===== src/rtl/frc_pkg.sv =====
package frc_pkg;

    typedef enum logic {
        DEC_REPLACE = 1'b0,
        DEC_GROW    = 1'b1
    } frc_decision_e;

    typedef struct packed {
        logic          valid;
        frc_decision_e kind;
        logic          shrink;
    } frc_verdict_t;

    // Short gap between faults means the fault rate is above the threshold.
    function automatic frc_decision_e classify_gap(input logic [31:0] gap,
                                                   input logic [31:0] limit);
        return (gap < limit) ? DEC_GROW : DEC_REPLACE;
    endfunction

endpackage


===== src/rtl/frc_interval_timer.sv =====
module frc_interval_timer #(
    parameter int CNT_W = 16
) (
    input  logic             clk,
    input  logic             rst,
    input  logic             tick_i,
    input  logic             fault_i,
    output logic [CNT_W-1:0] gap_o
);
    localparam logic [CNT_W-1:0] GAP_MAX = '1;
    localparam logic [CNT_W-1:0] GAP_ONE = CNT_W'(1);

    logic [CNT_W-1:0] gap_q;

    always_ff @(posedge clk) begin
        if (rst) begin
            gap_q <= '0;
        end else if (fault_i) begin
            gap_q <= tick_i ? GAP_ONE : '0;
        end else if (tick_i && gap_q != GAP_MAX) begin
            gap_q <= gap_q + GAP_ONE;
        end
    end

    assign gap_o = gap_q;
endmodule


===== src/rtl/frc_calm_tracker.sv =====
module frc_calm_tracker #(
    parameter int CALM_W = 8
) (
    input  logic              clk,
    input  logic              rst,
    input  logic              event_i,
    input  logic              grow_i,
    input  logic [CALM_W-1:0] limit_i,
    output logic              fire_o
);
    localparam int            EXT_W   = CALM_W + 1;
    localparam logic [EXT_W-1:0] EXT_ONE = EXT_W'(1);

    logic [CALM_W-1:0] run_q;
    logic [EXT_W-1:0]  run_next;
    logic              limit_on;

    always_comb begin
        run_next = {1'b0, run_q} + EXT_ONE;
        limit_on = (limit_i != '0);
        fire_o   = event_i && !grow_i && limit_on && (run_next >= {1'b0, limit_i});
    end

    always_ff @(posedge clk) begin
        if (rst) begin
            run_q <= '0;
        end else if (event_i) begin
            if (grow_i || fire_o) begin
                run_q <= '0;
            end else if (run_next[CALM_W] == 1'b0) begin
                run_q <= run_next[CALM_W-1:0];
            end
        end
    end
endmodule


===== src/rtl/fault_rate_classifier.sv =====
module fault_rate_classifier
    import frc_pkg::*;
#(
    parameter int CNT_W  = 16,
    parameter int CALM_W = 8
) (
    input  logic              clk,
    input  logic              rst,
    input  logic              tick_i,
    input  logic              fault_i,
    input  logic [CNT_W-1:0]  min_interval_i,
    input  logic [CALM_W-1:0] calm_count_i,
    output logic              dec_valid_o,
    output logic              dec_grow_o,
    output logic              shrink_o,
    output logic [CNT_W-1:0]  interval_o
);
    logic             armed_q;
    logic             classify_evt;
    logic [CNT_W-1:0] gap;
    frc_decision_e    kind;
    logic             calm_fire;
    frc_verdict_t     verdict_d, verdict_q;
    logic [CNT_W-1:0] interval_q;

    frc_interval_timer #(.CNT_W(CNT_W)) u_timer (
        .clk     (clk),
        .rst     (rst),
        .tick_i  (tick_i),
        .fault_i (fault_i),
        .gap_o   (gap)
    );

    assign classify_evt = fault_i && armed_q;
    assign kind = classify_gap(32'(gap), 32'(min_interval_i));

    frc_calm_tracker #(.CALM_W(CALM_W)) u_calm (
        .clk     (clk),
        .rst     (rst),
        .event_i (classify_evt),
        .grow_i  (kind == DEC_GROW),
        .limit_i (calm_count_i),
        .fire_o  (calm_fire)
    );

    always_comb begin
        verdict_d.valid  = classify_evt;
        verdict_d.kind   = classify_evt ? kind : verdict_q.kind;
        verdict_d.shrink = calm_fire;
    end

    always_ff @(posedge clk) begin
        if (rst) begin
            armed_q    <= 1'b0;
            verdict_q  <= '0;
            interval_q <= '0;
        end else begin
            if (fault_i) armed_q <= 1'b1;
            verdict_q <= verdict_d;
            if (classify_evt) interval_q <= gap;
        end
    end

    assign dec_valid_o = verdict_q.valid;
    assign dec_grow_o  = (verdict_q.kind == DEC_GROW);
    assign shrink_o    = verdict_q.shrink;
    assign interval_o  = interval_q;
endmodule


===== config.mk =====
export PLATFORM = sky130hd
export DESIGN_NAME = fault_rate_classifier
export DESIGN_NICKNAME = d
export VERILOG_FILES = /design/src/rtl/frc_pkg.sv /design/src/rtl/frc_interval_timer.sv /design/src/rtl/frc_calm_tracker.sv /design/src/rtl/fault_rate_classifier.sv
export SDC_FILE = /design/constraint.sdc
export NUM_CORES = 1
export LEC_CHECK = 0
export ABC_AREA = 0
export BUFFER_PORTS_ARGS = -buffer_cell sky130_fd_sc_hd__buf_4
export CAP_MARGIN = 10
export CORE_UTILIZATION = 40
export CTS_CLUSTER_DIAMETER = 50
export CTS_CLUSTER_SIZE = 28
export DETAILED_ROUTE_END_ITERATION = 16
export HOLD_SLACK_MARGIN = 0.02
export PLACE_DENSITY_LB_ADDON = 0.15
export SLEW_MARGIN = 15
export SYNTH_ARGS = -nofsm -noshare
export SYNTH_HDL_FRONTEND = slang
export SYNTH_HIERARCHICAL = 1
export SYNTH_SLANG_ARGS = --single-unit

===== constraint.sdc =====
create_clock -name clk -period 5.4 [get_ports clk]
set_input_delay 0.81 -clock clk [delete_from_list [all_inputs] [get_ports clk]]
set_output_delay 0.81 -clock clk [all_outputs]
set_load 0.005 [all_outputs]

==> flow_metrics.py, run 1 <==
metrics = {
    "status": {
        "status": "completed",
    },
    "synth": {
        "synthDominantCellAreaShare_pct": 33.1,
        "synth_area_per_cell_sq_um": 8.11,
        "post_synth_instance_area_sq_um": 2660,
        "async_flop_share_pct": 0,
        "synth_flop_cell": "dfxtp_1",
        "synth_nets": 381,
        "synth-seq-cells": 44,
        "synth_edf_count": 0,
        "synth_warnings": 6,
        "seq_area_frac_synth_pct": 33.1,
        "syn_inst": 328,
        "yosys-top-cells-area": "dfxtp_1 (33%), ha_1 (12%), a21oi_1 (7.0%), nand2_1 (6.8%), inv_1 (4.0%)",
        "synth_area_leader_cell": "dfxtp_1",
        "synth_cell_types": 61,
    },
    "drt": {
        "drt-wirelength-per-cell_um": 13.9,
        "detail-route-antenna-nets": 0,
        "first_iter_violations": 212,
        "top_layer_used": "met4",
        "drt_first_pass_iters": 4,
        "routed_wl_mm": 6.28,
        "wl_met3_um": 399,
        "wl_met1_mm": 3.00,
        "dr_wl_met2_mm": 2.76,
        "vias_per_cell": 5.52,
        "via_count": 2490,
        "drc": 0,
    },
    "critical_path": {
        "critPathBufInv": 2,
        "critPathMaxStageDelay_ns": 0.50,
        "cp.arrival_ns": 3.22,
        "crit_slowest_cell": "or4b_1",
        "rrSetupSlack_ns": 2.57,
        "worst-path-stages": 11,
        "end_kind": "register",
        "worstSetupPathType": "in -> reg",
        "r2r_end": "u_calm/run_q[6]",
        "startpoint_type": "input port",
        "cp_top_family": "simple AND/OR/NAND/NOR gates",
        "critPathRequiredTime_ns": 5.62,
        "critical_path.cell_chain": "buf_4 -> inv_1 -> ha_1 -> nand4_2 -> nor2_1 -> or4b_1 -> and4_4 -> or2_2 -> a2111oi_0 -> o31ai_1 -> o31ai_1",
        "r2r-start": "u_calm/run_q[0]",
        "crit_end": "u_calm/run_q[6]",
        "ff2ff_path_depth": 10,
        "path_common_cell": "o31ai_1",
        "crit_fanout": 4,
        "critical_path.startpoint": "min_interval_i[13]",
    },
    "timing": {
        "fin_setup_tns_ns": 0,
        "setup_violations": 0,
        "clock.fmax_mhz": 333,
        "holdWs_ns": 0.458,
        "hold_viol_final": 0,
        "finalCriticalPeriod_ns": 3.01,
        "rsz0062_at_grt": "no",
        "fin_skew_ns": 0.0103,
        "final_max_slew_viol_count": 0,
        "worst_pin_slew_ns": 0.761,
        "max-slew-margin-rel_pct": 48.8,
        "period_share_pct": 55.7,
    },
    "power": {
        "p_per_area_nw_per_um2": 187,
        "seqPwrFrac_pct": 55.7,
        "ir_drop_mv": 0.0999,
        "p_leak_nw": 1.33,
        "p_switching_w": 0.000149,
        "p_comb_share_pct": 8.5,
        "swShare_pct": 25.2,
        "p_int_w": 0.000441,
        "clkPwrFrac_pct": 35.9,
    },
    "clock_tree": {
        "cts_resized": 0,
        "cts_htree_levels": 2,
        "cts_tree": "yes",
        "post_cts_buffers": 0,
        "clock_sinks": 44,
        "cts_hold_buf": 0,
        "cts_buffers": 5,
        "clock_latency_ns": 0.30,
        "cts.path.max_buffers": 2,
        "cts.clk_slew.worst_paths_ns": 0.09,
        "cts-root-buf": "clkbuf_8",
    },
    "die": {
        "die_w_um": 83.5,
        "initial_core_util_pct": 41.6,
        "io_pins": 47,
        "die_area_sq_um": 6980,
        "core-area_sq_um": 6390,
        "rows": 29,
        "die_h_um": 83.5,
    },
    "final_layout": {
        "final_nets": 426,
        "final_cell_mix": "nand2_1 (48), buf_4 (47), dfxtp_1 (44)",
        "stdcell_area_sq_um": 3150,
        "mostFrequentLayoutCell": "nand2_1",
        "syn_to_final_growth_pct": 18.4,
        "fillers": 654,
        "antennaDiodeCount": 0,
        "drive_gt1_share_pct": 19.0,
    },
    "placement": {
        "dpl.hpwl_mm": 4.78,
        "io_buffers": 46,
        "place_area_sq_um": 3050,
        "place.gp.congestion": 0.892,
    },
    "grt": {
        "grt_max_degree": 32,
        "grt-ovfl-total": 0,
        "grt_pass1_wl_mm": 10.7,
        "grtUsageTotal_pct": 18.6,
        "grt_pass1_vias": 2323,
        "antenna_found_initial": 0,
    },
    "job": {
        "maxCapViolCount": 0,
    },
    "worst_hold_path": {
        "min-delay-path-class": "reg -> reg",
    },
}
==> state kept, by name, indices dropped and copies added (netlist names) <==
name and count:
armed_q 1, u_timer/gap_o 16, dec_grow_o 1, u_calm/run_q 8, shrink_o 1, interval_o 16
dec_valid_o 1
==> power groups by stage <==
stage	Combinational [W]	Clock, W	Sequential, W
final	0.0000499	0.000212	0.000328
after global routing	0.0000566	0.000232	0.000329
after CTS	0.0000503	0.000222	0.000328
after detailed placement	0.0000500	0	0.000336
after global placement	0.0000496	0	0.000336
after floorplan	0.0000250	0	0.000336
==> cells in the mapped netlist, drive strengths merged, types with 3 or more instances <==
master,count
nor3,6
ha,25
a2111oi,3
or3,5
inv,28
nand4,9
or4,7
nand2b,4
and3,3
a21o,3
a21oi,38
nand2,49
o31ai,8
nor2b,3
dfxtp,44
or2,3
clkbuf,6
xnor2,5
nand3,11
o21ai,9
nor2,16
o21a,3
nor4,6
==> per-stage QoR <==
| step | power (W) | worst slack (ns) | util [%] | cells |
|---|---|---|---|---|
| finish | 0.000590 | 2.39 | 49.3 | 451 |
| global route | 0.000617 | 2.30 | 49.3 | 451 |
| CTS | 0.000600 | 2.44 | 49.3 | 451 |
| detailed placement | 0.000386 | 2.13 | 47.8 | 443 |
| global placement | 0.000386 | 2.17 | 47.8 | 443 |
| floorplan | 0.000361 | 2.53 | - | 328 |
==> how the worst min path moves through the flow <==
stage,from,end,slack (ns),cells after the start
floorplan,interval_o[10],interval_o[10],0.45,2
global placement,interval_o[12],interval_o[12],0.45,2
detailed placement,interval_o[2],interval_o[2],0.45,2
CTS,interval_o[2],interval_o[2],0.46,2
global route,interval_o[8],interval_o[8],0.48,2
finish,interval_o[2],interval_o[2],0.46,2
==> cell families (layout without fill, tap and decap cells) <==
logic type | count (synthesis) | count (layout) | share of synthesized area, %
buffers and inverters | 38 | 84 | 6.12
adder cells (fa/ha/maj) | 25 | 25 | 11.8
XOR/XNOR | 6 | 6 | 1.98
AND/OR/NAND/NOR | 131 | 131 | 26.4
AO/OA/AOI/OAI | 82 | 82 | 19.8
flip-flops | 44 | 44 | 33.1
multiplexers | 2 | 2 | 0.800
==> per-layer routing <==
layer	vias to the layer above	track usage, %
li1	1281	-
met1	1114	24.9
met2	84	29.2
met3	11	4.25
met4	0	7.24
met5	-	0
==> area by class of cell <==
cell class | count | area [sq um] | share of cell area, %
Timing Repair Buffer | 47 | 353 | 11.2
Tap cell | 77 | 96.3 | 3.06
Clock buffer | 5 | 68.8 | 2.19
Inverter | 29 | 109 | 3.46
Sequential cell | 44 | 881 | 28.0
Multi-Input combinational cell | 246 | 1620 | 51.3
Clock inverter | 3 | 23.8 | 0.755
==> worst reg2reg max path, delay by kind of cell, from the launching register on <==
family	cells	cell delay, ns
fa+ha+maj	2	0.55
xor+xnor	1	0.14
simple gates	2	0.40
compound gates	5	1.28
flops	1	0.38
Note: power is estimated with default switching activity, not from simulation.
==> inputs of run 2 (changes only) <==
clock period = 3 ns   (was 5.4 ns; I/O delays follow)
==> run 2 against run 1 <==
Compared with the run above: final cell count grew 2.0%; non-clock buffer count grew 9; global-route usage grew 0.22 points; wire length grew 4.3%; largest power group unchanged; highest routed layer unchanged; combinational power grew 90%; sequential cell count is the same; sequential power grew 80%.
==> flow_metrics.py, run 2 (synthesis results as in run 1) <==
metrics = {
    "final_layout": {
        "antennaDiodeCount": 0,
        "final_cell_mix": "buf_4 (56), nand2_1 (48), dfxtp_1 (44)",
        "seq_area_sq_um": 881,
        "syn_to_final_growth_pct": 21.0,
        "drive_gt1_share_pct": 21.1,
        "mostFrequentLayoutCell": "buf_4",
        "final_nets": 435,
        "multiInputGateArea_sq_um": 1620,
        "stdcell_area_sq_um": 3220,
        "fillers": 663,
    },
    "timing": {
        "holdWs_ns": 0.420,
        "finalCriticalPeriod_ns": 2.68,
        "period_share_pct": 89.4,
        "setup_violations": 0,
        "fin_setup_tns_ns": 0,
        "worst_pin_slew_ns": 0.505,
        "fin_skew_ns": 0.0108,
        "hold_viol_final": 0,
        "clock.fmax_mhz": 373,
        "final_max_slew_viol_count": 0,
        "rsz0062_at_grt": "no",
        "max-slew-margin-rel_pct": 66.0,
    },
    "status": {
        "status": "completed",
    },
    "clock_tree": {
        "clock_latency_ns": 0.31,
        "cts_htree_levels": 2,
        "cts_tree": "yes",
        "post_cts_buffers": 0,
        "cts_buffers": 5,
        "cts.path.max_buffers": 2,
        "cts_hold_buf": 0,
        "clock_sinks": 44,
        "cts.clk_slew.worst_paths_ns": 0.09,
        "cts-root-buf": "clkbuf_8",
    },
    "power": {
        "swShare_pct": 25.7,
        "p_per_area_nw_per_um2": 334,
        "p_comb_share_pct": 8.8,
        "ir_drop_mv": 0.188,
        "clkPwrFrac_pct": 36.1,
        "p_switching_w": 0.000276,
        "p_total_w": 0.00107,
        "seqPwrFrac_pct": 55.0,
        "p_int_w": 0.000798,
        "p_leak_nw": 1.38,
    },
    "grt": {
        "grt_max_degree": 32,
        "antenna_found_initial": 0,
        "grt-ovfl-total": 0,
        "grtUsageTotal_pct": 18.9,
        "grt_pass1_vias": 2328,
        "grt_pass1_wl_mm": 10.6,
    },
    "drt": {
        "routed_wl_mm": 6.56,
        "drt-wirelength-per-cell_um": 14.3,
        "detail-route-antenna-nets": 0,
        "drc": 0,
        "via_count": 2537,
        "drt_first_pass_iters": 5,
        "first_iter_violations": 173,
        "vias_per_cell": 5.52,
    },
    "worst_hold_path": {
        "min-delay-path-class": "in -> reg",
    },
    "critical_path": {
        "critPathBufInv": 0,
        "crit_slowest_cell": "or4b_1",
        "end_kind": "register",
        "crit_fanout": 7,
        "cp.arrival_ns": 2.91,
        "worstSetupPathType": "reg -> reg",
        "startpoint_type": "register",
        "critPathMaxStageDelay_ns": 0.46,
        "cp_top_family": "simple AND/OR/NAND/NOR gates",
        "path_common_cell": "o31ai_1",
        "critical_path.cell_chain": "ha_1 -> nand4_2 -> nor2_1 -> or4b_1 -> and4_4 -> or2_2 -> a2111oi_0 -> o31ai_1 -> o31ai_1",
        "critPathRequiredTime_ns": 3.22,
    },
    "placement": {
        "place.gp.congestion": 0.860,
        "io_buffers": 46,
        "place_area_sq_um": 3120,
        "dpl.hpwl_mm": 5.02,
    },
    "die": {
        "die_area_sq_um": 6980,
        "io_pins": 47,
        "die_h_um": 83.5,
        "die_w_um": 83.5,
        "initial_core_util_pct": 41.6,
        "core-area_sq_um": 6390,
        "rows": 29,
    },
    "job": {
        "maxCapViolCount": 0,
    },
}
run 2: area by class of cell:
cell class	instances	share of cell area [%]
Inverter	29	3.38
Multi-Input combinational cell	246	50.3
Clock inverter	3	0.739
Sequential cell	44	27.4
Tap cell	77	2.99
Clock buffer	5	2.14
Timing Repair Buffer	56	13.1
run 2: worst paths after layout:
kind	cells after the start	slack, ns	startpoint	to
worst max-delay path	9	0.32	u_timer/gap_o[13]	u_calm/run_q[6]
worst min-delay path	3	0.42	fault_i	armed_q
worst max register to register	9	0.32	u_timer/gap_o[13]	u_calm/run_q[6]
worst min register to register	2	0.46	interval_o[2]	interval_o[2]
run 2: what timing repair did:
| action | 4_1_cts | 5_1_grt |
|---|---|---|
| hold endpoints to repair | 0 | 0 |
| endpoints found under the setup margin | 0 | 1 |
| resized for setup | 0 | 1 |
run 2: worst reg2reg max path, delay by kind of cell, from the launching register on:
kind	cells	cell delay [ns]
and+or+nand+nor	5	1.28
AOI/OAI and AO/OA	3	0.59
DFF	1	0.39
adders and majority gates	1	0.33
run 2: power groups by stage:
stage	combinational (W)	clock, W	sequential [W]
global placement	0.0000946	0	0.000604
CTS	0.0000958	0.000406	0.000591
finish	0.0000950	0.000388	0.000591
floorplan	0.0000449	0	0.000604
global route	0.000106	0.000425	0.000592
detailed placement	0.0000955	0	0.000605
run 2: metrics by stage:
stage | cells | util (%) | worst slack (ns)
floorplan | 328 | - | 0.490
global placement | 452 | 48.9 | 0.208
detailed placement | 452 | 48.9 | 0.160
CTS | 460 | 50.3 | 0.257
global route | 460 | 50.4 | 0.106
finish | 460 | 50.4 | 0.319
run 2: metal layers:
metal | wire, um | GRT usage, % | vias up
met4 | 105 | 7.70 | 0
met5 | 0 | 0 | -
met1 | 3120 | 24.8 | 1172
li1 | - | - | 1288
met2 | 3020 | 30.4 | 66
met3 | 308 | 3.56 | 11
